**config.mk**
```make
export PLATFORM = sky130hd
export DESIGN_NAME = rsf_regfile
export DESIGN_NICKNAME = d
export VERILOG_FILES = /design/src/rtl/rsf_pkg.sv /design/src/rtl/rsf_entry.sv /design/src/rtl/rsf_read_port.sv /design/src/rtl/rsf_wake.sv /design/src/rtl/rsf_regfile.sv
export SDC_FILE = /design/constraint.sdc
export NUM_CORES = 2
export LEC_CHECK = 0
export BUFFER_PORTS_ARGS = -buffer_cell sky130_fd_sc_hd__buf_2
export CAP_MARGIN = 20
export CORE_MARGIN = 2
export CORE_UTILIZATION = 45
export CTS_CLUSTER_DIAMETER = 40
export DETAILED_ROUTE_END_ITERATION = 8
export PLACE_DENSITY = 0.6
export SYNTH_ARGS = -nofsm -noshare
export SYNTH_HDL_FRONTEND = slang
export SYNTH_SLANG_ARGS = --single-unit
export TNS_END_PERCENT = 30
```
**constraint.sdc**
```tcl
create_clock -name clk -period 6.44 [get_ports clk]
set_input_delay 0.644 -clock clk [delete_from_list [all_inputs] [get_ports clk]]
set_output_delay 0.644 -clock clk [all_outputs]
set_load 0.005 [all_outputs]
```
**src/rtl/rsf_pkg.sv**
```systemverilog
package rsf_pkg;
  typedef enum logic [1:0] {
    RS_EMPTY = 2'b00,
    RS_PEND  = 2'b01,
    RS_WAIT  = 2'b10,
    RS_FULL  = 2'b11
  } rs_state_e;
endpackage

```
**src/rtl/rsf_entry.sv**
```systemverilog
module rsf_entry
  import rsf_pkg::*;
#(
  parameter int DATA_W = 32
) (
  input  logic              clk,
  input  logic              rst_n,
  input  logic              wr_hit,
  input  logic              ld_hit,
  input  logic              fill_hit,
  input  logic              rd_hit,
  input  logic [DATA_W-1:0] wr_data,
  input  logic [DATA_W-1:0] fill_data,
  output logic              full_o,
  output logic [DATA_W-1:0] data_o,
  output logic              wake_req_o
);

  rs_state_e         state_q, state_d;
  logic [DATA_W-1:0] data_q, data_d;
  logic              data_en;
  logic              fill_ok;

  // a fill only lands on a register that is awaiting memory
  assign fill_ok = fill_hit && ((state_q == RS_PEND) || (state_q == RS_WAIT));

  always_comb begin
    state_d = state_q;
    if (ld_hit) begin
      state_d = RS_PEND;
    end else if (wr_hit || fill_ok) begin
      state_d = RS_FULL;
    end else if (rd_hit && (state_q == RS_PEND)) begin
      state_d = RS_WAIT;
    end
  end

  always_comb begin
    data_en = 1'b0;
    data_d  = data_q;
    if (wr_hit) begin
      data_en = 1'b1;
      data_d  = wr_data;
    end else if (fill_ok && !ld_hit) begin
      data_en = 1'b1;
      data_d  = fill_data;
    end
  end

  always_ff @(posedge clk or negedge rst_n) begin
    if (!rst_n) begin
      state_q <= RS_EMPTY;
    end else begin
      state_q <= state_d;
    end
  end

  always_ff @(posedge clk) begin
    if (data_en) begin
      data_q <= data_d;
    end
  end

  assign full_o     = (state_q == RS_FULL);
  assign data_o     = data_q;
  assign wake_req_o = fill_ok && ((state_q == RS_WAIT) || rd_hit);

  AST_WRITE_SETS_FULL: assert property (@(posedge clk) disable iff (!rst_n)
    (wr_hit && !ld_hit) |=> (state_q == RS_FULL));
  AST_LOAD_SETS_PEND: assert property (@(posedge clk) disable iff (!rst_n)
    ld_hit |=> (state_q == RS_PEND));
  AST_READ_PEND_WAITS: assert property (@(posedge clk) disable iff (!rst_n)
    ((state_q == RS_PEND) && rd_hit && !ld_hit && !wr_hit && !fill_hit) |=> (state_q == RS_WAIT));
  AST_FILL_EMPTY_IGNORED: assert property (@(posedge clk) disable iff (!rst_n)
    ((state_q == RS_EMPTY) && fill_hit && !ld_hit && !wr_hit) |=> (state_q == RS_EMPTY));
  AST_FILL_FULL_KEEPS: assert property (@(posedge clk) disable iff (!rst_n)
    ((state_q == RS_FULL) && fill_hit && !ld_hit && !wr_hit) |=> ((state_q == RS_FULL) && $stable(data_q)));

endmodule

```
**src/rtl/rsf_read_port.sv**
```systemverilog
module rsf_read_port #(
  parameter int NUM_REGS = 32,
  parameter int DATA_W   = 32,
  localparam int IDX_W   = $clog2(NUM_REGS)
) (
  input  logic                en,
  input  logic [IDX_W-1:0]    idx,
  input  logic [NUM_REGS-1:0] full_vec,
  input  logic [DATA_W-1:0]   data_arr [NUM_REGS],
  output logic                hit,
  output logic                miss,
  output logic [DATA_W-1:0]   data
);

  logic sel_full;

  assign sel_full = full_vec[idx];
  assign hit      = en && sel_full;
  assign miss     = en && !sel_full;
  assign data     = hit ? data_arr[idx] : '0;

endmodule

```
**src/rtl/rsf_wake.sv**
```systemverilog
module rsf_wake #(
  parameter int NUM_REGS = 32,
  localparam int IDX_W   = $clog2(NUM_REGS)
) (
  input  logic                clk,
  input  logic                rst_n,
  input  logic [NUM_REGS-1:0] wake_req,
  output logic                wake_o,
  output logic [IDX_W-1:0]    wake_idx_o
);

  logic             any_d;
  logic [IDX_W-1:0] idx_d;

  always_comb begin
    any_d = |wake_req;
    idx_d = '0;
    for (int i = 0; i < NUM_REGS; i++) begin
      if (wake_req[i]) begin
        idx_d = IDX_W'(i);
      end
    end
  end

  always_ff @(posedge clk or negedge rst_n) begin
    if (!rst_n) begin
      wake_o     <= 1'b0;
      wake_idx_o <= '0;
    end else begin
      wake_o <= any_d;
      if (any_d) begin
        wake_idx_o <= idx_d;
      end
    end
  end

  AST_WAKE_SINGLE: assert property (@(posedge clk) disable iff (!rst_n)
    $onehot0(wake_req));

endmodule

```
**src/rtl/rsf_regfile.sv**
```systemverilog
module rsf_regfile #(
  parameter int NUM_REGS = 32,
  parameter int DATA_W   = 32,
  localparam int IDX_W   = $clog2(NUM_REGS),
  localparam int NPORTS  = 2
) (
  input  logic              clk,
  input  logic              rst_n,
  input  logic              rd_a_en,
  input  logic [IDX_W-1:0]  rd_a_idx,
  output logic [DATA_W-1:0] rd_a_data,
  output logic              rd_a_hit,
  input  logic              rd_b_en,
  input  logic [IDX_W-1:0]  rd_b_idx,
  output logic [DATA_W-1:0] rd_b_data,
  output logic              rd_b_hit,
  output logic              switch_o,
  input  logic              wr_en,
  input  logic [IDX_W-1:0]  wr_idx,
  input  logic [DATA_W-1:0] wr_data,
  input  logic              ld_en,
  input  logic [IDX_W-1:0]  ld_idx,
  input  logic              fill_en,
  input  logic [IDX_W-1:0]  fill_idx,
  input  logic [DATA_W-1:0] fill_data,
  output logic              wake_o,
  output logic [IDX_W-1:0]  wake_idx_o
);

  logic [NUM_REGS-1:0] full_vec;
  logic [NUM_REGS-1:0] wake_req;
  logic [DATA_W-1:0]   data_arr [NUM_REGS];

  logic                p_en   [NPORTS];
  logic [IDX_W-1:0]    p_idx  [NPORTS];
  logic                p_hit  [NPORTS];
  logic                p_miss [NPORTS];
  logic [DATA_W-1:0]   p_data [NPORTS];

  assign p_en[0]  = rd_a_en;
  assign p_idx[0] = rd_a_idx;
  assign p_en[1]  = rd_b_en;
  assign p_idx[1] = rd_b_idx;

  genvar g;
  generate
    for (g = 0; g < NUM_REGS; g++) begin : g_reg
      logic rd_any;
      always_comb begin
        rd_any = 1'b0;
        for (int p = 0; p < NPORTS; p++) begin
          if (p_en[p] && (p_idx[p] == IDX_W'(g))) begin
            rd_any = 1'b1;
          end
        end
      end

      rsf_entry #(.DATA_W(DATA_W)) u_entry (
        .clk        (clk),
        .rst_n      (rst_n),
        .wr_hit     (wr_en   && (wr_idx   == IDX_W'(g))),
        .ld_hit     (ld_en   && (ld_idx   == IDX_W'(g))),
        .fill_hit   (fill_en && (fill_idx == IDX_W'(g))),
        .rd_hit     (rd_any),
        .wr_data    (wr_data),
        .fill_data  (fill_data),
        .full_o     (full_vec[g]),
        .data_o     (data_arr[g]),
        .wake_req_o (wake_req[g])
      );
    end

    for (g = 0; g < NPORTS; g++) begin : g_port
      rsf_read_port #(.NUM_REGS(NUM_REGS), .DATA_W(DATA_W)) u_port (
        .en       (p_en[g]),
        .idx      (p_idx[g]),
        .full_vec (full_vec),
        .data_arr (data_arr),
        .hit      (p_hit[g]),
        .miss     (p_miss[g]),
        .data     (p_data[g])
      );
    end
  endgenerate

  assign rd_a_hit  = p_hit[0];
  assign rd_a_data = p_data[0];
  assign rd_b_hit  = p_hit[1];
  assign rd_b_data = p_data[1];
  assign switch_o  = p_miss[0] || p_miss[1];

  rsf_wake #(.NUM_REGS(NUM_REGS)) u_wake (
    .clk        (clk),
    .rst_n      (rst_n),
    .wake_req   (wake_req),
    .wake_o     (wake_o),
    .wake_idx_o (wake_idx_o)
  );

  AST_WAKE_AFTER_FILL: assert property (@(posedge clk) disable iff (!rst_n)
    wake_o |-> ($past(fill_en) && (wake_idx_o == $past(fill_idx))));
  AST_HIT_NO_SWITCH: assert property (@(posedge clk) disable iff (!rst_n)
    (rd_a_hit && (rd_b_hit || !rd_b_en)) |-> !switch_o);
  AST_HIT_EXCLUSIVE: assert property (@(posedge clk) disable iff (!rst_n)
    !(rd_a_hit && switch_o && !rd_b_en));

endmodule

```
# Yosys cells after proc, flatten, opt, wreduce, memory -nomap -nowiden
# Index checks and enable logic that the tools add are counted.
# totals
regBits	1094
in_bits	96
output_inout_bits	73
wordCells	1179
# op_classes
order_cmp	4
eq_ne	251
muxes	331
n_bitwise	2
n_reduce_logical	525
# ops
op	count
32-bit 2-to-1 mux	70
5-bit equality test (second input constant)	80
32-bit binary-select mux with 5-bit select	2
1-bit logical AND	292
5-bit by 4-bit equality test with 1-bit output (second input constant)	40
2-bit 2-to-1 mux	96
5-bit 2-to-1 mux	30
1-bit 2-to-1 mux	131
2-bit equality test (second input constant)	64
5-bit by 3-bit equality test with 1-bit output (second input constant)	20
1-bit logical OR	97
3-bit nonzero test	32
2-bit by 1-bit equality test with 1-bit output (second input constant)	32
2-bit AND reduction	32
2-bit nonzero test	32
5-bit by 2-bit equality test with 1-bit output (second input constant)	10
1-bit logical NOT	34
32-bit OR reduction	1
5-bit by 1-bit equality test with 1-bit output (second input constant)	5
5-bit logical NOT	5
6-bit >= comparator (second input constant)	2
5-bit by 6-bit < comparator with 1-bit output (second input constant)	2
5-bit NOT with 6-bit output	2
1-bit binary-select mux with 5-bit select	2

# Longest topological paths before layout
# logic_depth
ltp_word	37
ltp_mapped	9
depth_no_buf	8

# Hierarchy
# A second synthesis with hierarchy kept.
# unflattened
hier_cells	4402
hier_area_um2	72946.2
# by_module_without_submodules
module	n_inst	cells_each	area_each_um2	seq_area_each_um2
rsf_entry	32	85	1649.1	1011.0
rsf_read_port	2	697	9186.3	0.0
rsf_regfile	1	210	1164.9	0.0
rsf_wake	1	78	638.1	150.1

# Worst setup path before layout
# No wires, ideal clock.
# synth_timing
path_type	in2reg
start	input fill_idx[4]
end	register g_reg[1].u_entry.data_q[0] (enable)
setup_ps	466
t_arrival_ps	3995
required_time_ps	5974
setup_slack_ps	1980
stages	4
path_buffers	1
cell_sequence	buf_6 > or4b_1 > or3_1 > o21ai_0
# synth_between
elab_chain_len	7
word_cells_on_any_way	8
classes_between	1 x eq/ne; 2 x mux; 5 x reduce/logical
# synth_lines
item	line_no	text
start, declared	rsf_regfile.sv:24	input logic [IDX_W-1:0] fill_idx,
5-bit by 1-bit equality test with 1-bit output (*)	rsf_regfile.sv:63	.fill_hit (fill_en && (fill_idx == IDX_W'(g))),
1-bit logical AND (*)	rsf_regfile.sv:63	
1-bit logical AND (*)	rsf_entry.sv:25	assign fill_ok = fill_hit && ((state_q == RS_PEND) || (state_q == RS_WAIT));
1-bit logical AND (*)	rsf_entry.sv:44	end else if (fill_ok && !ld_hit) begin
1-bit 2-to-1 mux	rsf_entry.sv:44	
1-bit 2-to-1 mux	rsf_entry.sv:41	if (wr_hit) begin
2-bit AND reduction (no source line) (*)	-	
end signal, assigned	rsf_entry.sv:60	data_q <= data_d;
end, declared	rsf_entry.sv:20	logic [DATA_W-1:0] data_q, data_d;
# Every way passes the cells marked *; elsewhere a longest branch is shown, timed or not.
# A chain may end at the register's enable or synchronous reset.

# Worst setup path in the final report
# layout_timing
start	register g_reg[19].u_entry.state_q[0]
end	output rd_a_data[19]
# layout_between
elab_chain_len	5
# layout_lines
item	line_no	text
start, declared	rsf_entry.sv:19	rs_state_e state_q, state_d;
start signal, assigned	rsf_entry.sv:54	state_q <= state_d;
2-bit equality test	rsf_entry.sv:64	assign full_o = (state_q == RS_FULL);
1-bit binary-select mux with 5-bit select	rsf_read_port.sv:17	assign sel_full = full_vec[idx];
1-bit 2-to-1 mux (implied by the code)	rsf_read_port.sv:17	
1-bit logical AND	rsf_read_port.sv:18	assign hit = en && sel_full;
32-bit 2-to-1 mux	rsf_read_port.sv:20	assign data = hit ? data_arr[idx] : '0;
end, declared	rsf_regfile.sv:11	output logic [DATA_W-1:0] rd_a_data,
# No other way between the ends. The select of a mux whose other input is x is not followed.

==> impl_metrics.csv <==
group,metric,value,unit
floorplan,start_util,0.453,
yosys,synth_area,66100,sq um
floorplan,rows,140,
worst_setup_path,start_kind,"flip-flop",
routing,wl,230000,um
floorplan,die_x,387,um
clock_network,insertion_delay,820,ps
timing,slew_headroom,0.197,
final_layout,multi_input_area,31900,sq um
floorplan,dieArea,150000,sq um
yosys,synth_nets,4290,
timing,worst_slack,1970,ps
clock_network,clockBufferDepth,3,
worst_setup_path,cp_common_cell,"mux4_2",
yosys,ys_async_sr_fraction,0.0640,
clock_network,path_clk_slew,50,ps
clock_network,clock-sinks,1094,
worst_setup_path,worstReg2RegEnd,"g_reg[13].u_entry.data_o[19]",
final_layout,register_area,32500,sq um
routing,via_per_inst,6.72,
worst_setup_path,crit_arrival,3830,ps
clock_network,cts_root_buf,"clkbuf_16",
placement,gp_congestion,0.888,
global_routing,grt_util_all_layers,0.306,
floorplan,core,146000,sq um
clock_network,cts_max_level,4,
yosys,yosysWarnings,0,
power,power.leakage,25.9,nW
power,vdd_drop_max,0.000277,V
timing,worstMarginPinSlew,1200,ps
routing,drtIter0Drc,4902,
final_layout,layout_common_cells,"edfxtp_1, mux2_2, mux4_2",
final_layout,nets,4264,
run_status,status,"completed",
timing,period_needed,4470,ps
power,power.switching,5.64,mW
final_layout,syn_to_final_growth,14.2,%
timing,setup_viol,0,
power,p_int,15.9,mW
timing,fin_tns_setup,0,ps
clock_network,cts_tree,"done",
timing,clock.fmax,224,MHz
placement,dpl.hpwl,127000,um
final_layout,final_cells,6155,
global_routing,overflow,0,
yosys,ys.flop_type,"edfxtp_1",
power,p_per_area,286,nW/um^2
power,p_comb_frac,0.137,
worst_setup_path,crit_path_top_delay_cell,"nand2b_4",
power,seqPwrFrac,0.389,
routing,wire_per_inst,37.3,um
worst_setup_path,cp_data_required_time,5800,ps
timing,final-max-slew-violation-count,0,
worst_setup_path,critical_path.max_fanout,33,
global_routing,grt_start_max_net_pins,103,
clock_network,cts_resized,0,
clock_network,post_cts_buffers,0,
timing,fin_worst_skew,43.1,ps
global_routing,grt_pass1_vias,42400,
routing,dr.pass1.iters,6,
final_layout,mostFrequentLayoutCell,"edfxtp_1",
worst_setup_path,cpPeakStageDelay,700,ps
worst_setup_path,cpLargestDelayFamily,"multiplexers",
placement,io_buffer_count,168,
clock_network,cts_buffers,190,
yosys,yosysUniqueCellTypes,54,
worst_setup_path,r2r_setup_slack,3300,ps
yosys,syn_inst,4098,
yosys,synth-seq-cells,1094,
power,switching_share,0.262,
power,power_frac_clock,0.474,
timing,hold_viol,0,
routing,ant_nets,0,
timing,rsz0062_at_grt,"no",
routing,vias,41400,
worst_setup_path,r2r_start,"g_reg[13].u_entry.state_q[0]",
worst_setup_path,path_buf_inv,1,
routing,drc,0,
yosys,syn_avg_cell_area,16.1,sq um
worst_setup_path,reg2reg_depth,6,
global_routing,grt_pass1_wl,324000,um
final_layout,fin_util,0.517,
placement,post-place-ws,1930,ps
worst_setup_path,crit_path_cell_trace,"ha_1 > mux4_2 > mux4_2 > mux2i_1 > nand2b_4 > nor2_1 > buf_2",
final_layout,fillers,12000,
floorplan,pin_count,169,
yosys,synth-edff-count,1024,
final_layout,drive_gt1_frac,0.545,
min_path,hp-class,"primary input to async pin",
placement,dp.cells,5793,
floorplan,die_h,387,um
timing,fin_crit_sh,0.694,
job,maxCapViolations,0,
yosys,ys_seq_area_frac,0.492,
worst_setup_path,crit_type,"flip-flop to primary output",
worst_setup_path,worstSetupEndpointType,"primary output",
timing,holdWs,290,ps
global_routing,antenna_found_initial,8,
[worst max-delay path by stage]
| stage | to | startpoint | cells after the start | slack, ps |
|---|---|---|---|---|
| after floorplan | g_reg[1].u_entry.data_o[0] | fill_idx[4] | 4 | 1980 |
| after global placement | rd_b_data[25] | rd_b_idx[0] | 8 | 1910 |
| after detailed placement | rd_b_data[25] | rd_b_idx[0] | 8 | 1930 |
| after CTS | rd_b_data[25] | rd_b_idx[0] | 8 | 1930 |
| after global routing | rd_b_data[25] | rd_b_idx[0] | 8 | 1780 |
| final | rd_a_data[19] | g_reg[19].u_entry.state_q[0] | 7 | 1970 |
[power by group through the flow]
stage / Clock [mW] / Combinational [mW] / Sequential (mW)
5_1_grt: 10.6 / 3.17 / 8.42
4_1_cts: 10.3 / 2.93 / 8.37
6_report: 10.2 / 2.95 / 8.38
3_3_place_gp: 0 / 2.86 / 8.49
3_5_place_dp: 0 / 2.92 / 8.51
2_1_floorplan: 0 / 1.98 / 8.45
[per-stage QoR]
step	total power, mW	area [sq um]
finish	21.5	75400
global route	22.2	75400
CTS	21.6	75400
detailed placement	11.4	68900
global placement	11.4	68700
floorplan	10.4	66100
[cell usage after synthesis, types with 56 or more instances]
| cell | count | share of area |
|---|---|---|
| buf_2 | 89 | 0.0067 |
| clkbuf_1 | 367 | 0.021 |
| dfrtp_1 | 70 | 0.027 |
| edfxtp_1 | 1024 | 0.47 |
| ha_1 | 96 | 0.018 |
| inv_1 | 72 | 0.0041 |
| mux2_2 | 983 | 0.17 |
| mux2i_1 | 66 | 0.010 |
| mux4_2 | 660 | 0.23 |
| nand2_1 | 178 | 0.010 |
| nor2_1 | 130 | 0.0074 |
| o21ai_0 | 56 | 0.0042 |
[metal layers]
| layer | up-vias | track usage | part of all wire |
|---|---|---|---|
| li1 | 16600 | - | - |
| met1 | 22100 | 0.415 | 0.40 |
| met2 | 2099 | 0.485 | 0.47 |
| met3 | 534 | 0.0621 | 0.085 |
| met4 | 6 | 0.124 | 0.043 |
| met5 | - | 0 | 0.00021 |
[layout make-up]
class / count / area share
clock buffer: 217 / 0.0659
inverter: 72 / 0.00358
tap: 1917 / 0.0318
antenna: 1 / 0.0000332
timing repair buffer: 265 / 0.0249
multi-input combinational: 2449 / 0.423
clock inverter: 140 / 0.0198
sequential: 1094 / 0.431
[sequential cells by signal, summed over array words and instances, names as in the netlist]
register           flops
g.u_entry.data_o    1024
g.u_entry.state_q     64
u_wake.wake_idx_o      5
u_wake.wake_o          1
[cells by family (layout without fill, tap and decap cells)]
family	count (synthesis)	in the layout	synth area share
multiplexers	1721	1721	0.405
flip-flops	1094	1094	0.492
buffers and inverters	555	694	0.0341
AND/OR/NAND/NOR	457	457	0.0332
AO/OA/AOI/OAI	175	175	0.0176
adder cells (fa/ha/maj)	96	96	0.0182
other	0	1	0
[worst min-delay path, cell delays in order]
cell,delay [ps]
dlygate4sd3_1,520
buf_2,90
buf_4,180
[what timing repair did]
| item | in CTS | in global routing |
|---|---|---|
| setup endpoints to repair | 0 | 0 |
| endpoints found under the hold margin | 0 | 7 |
| hold buffers | 0 | 1 |
Note: power is estimated with default switching activity, not from simulation.
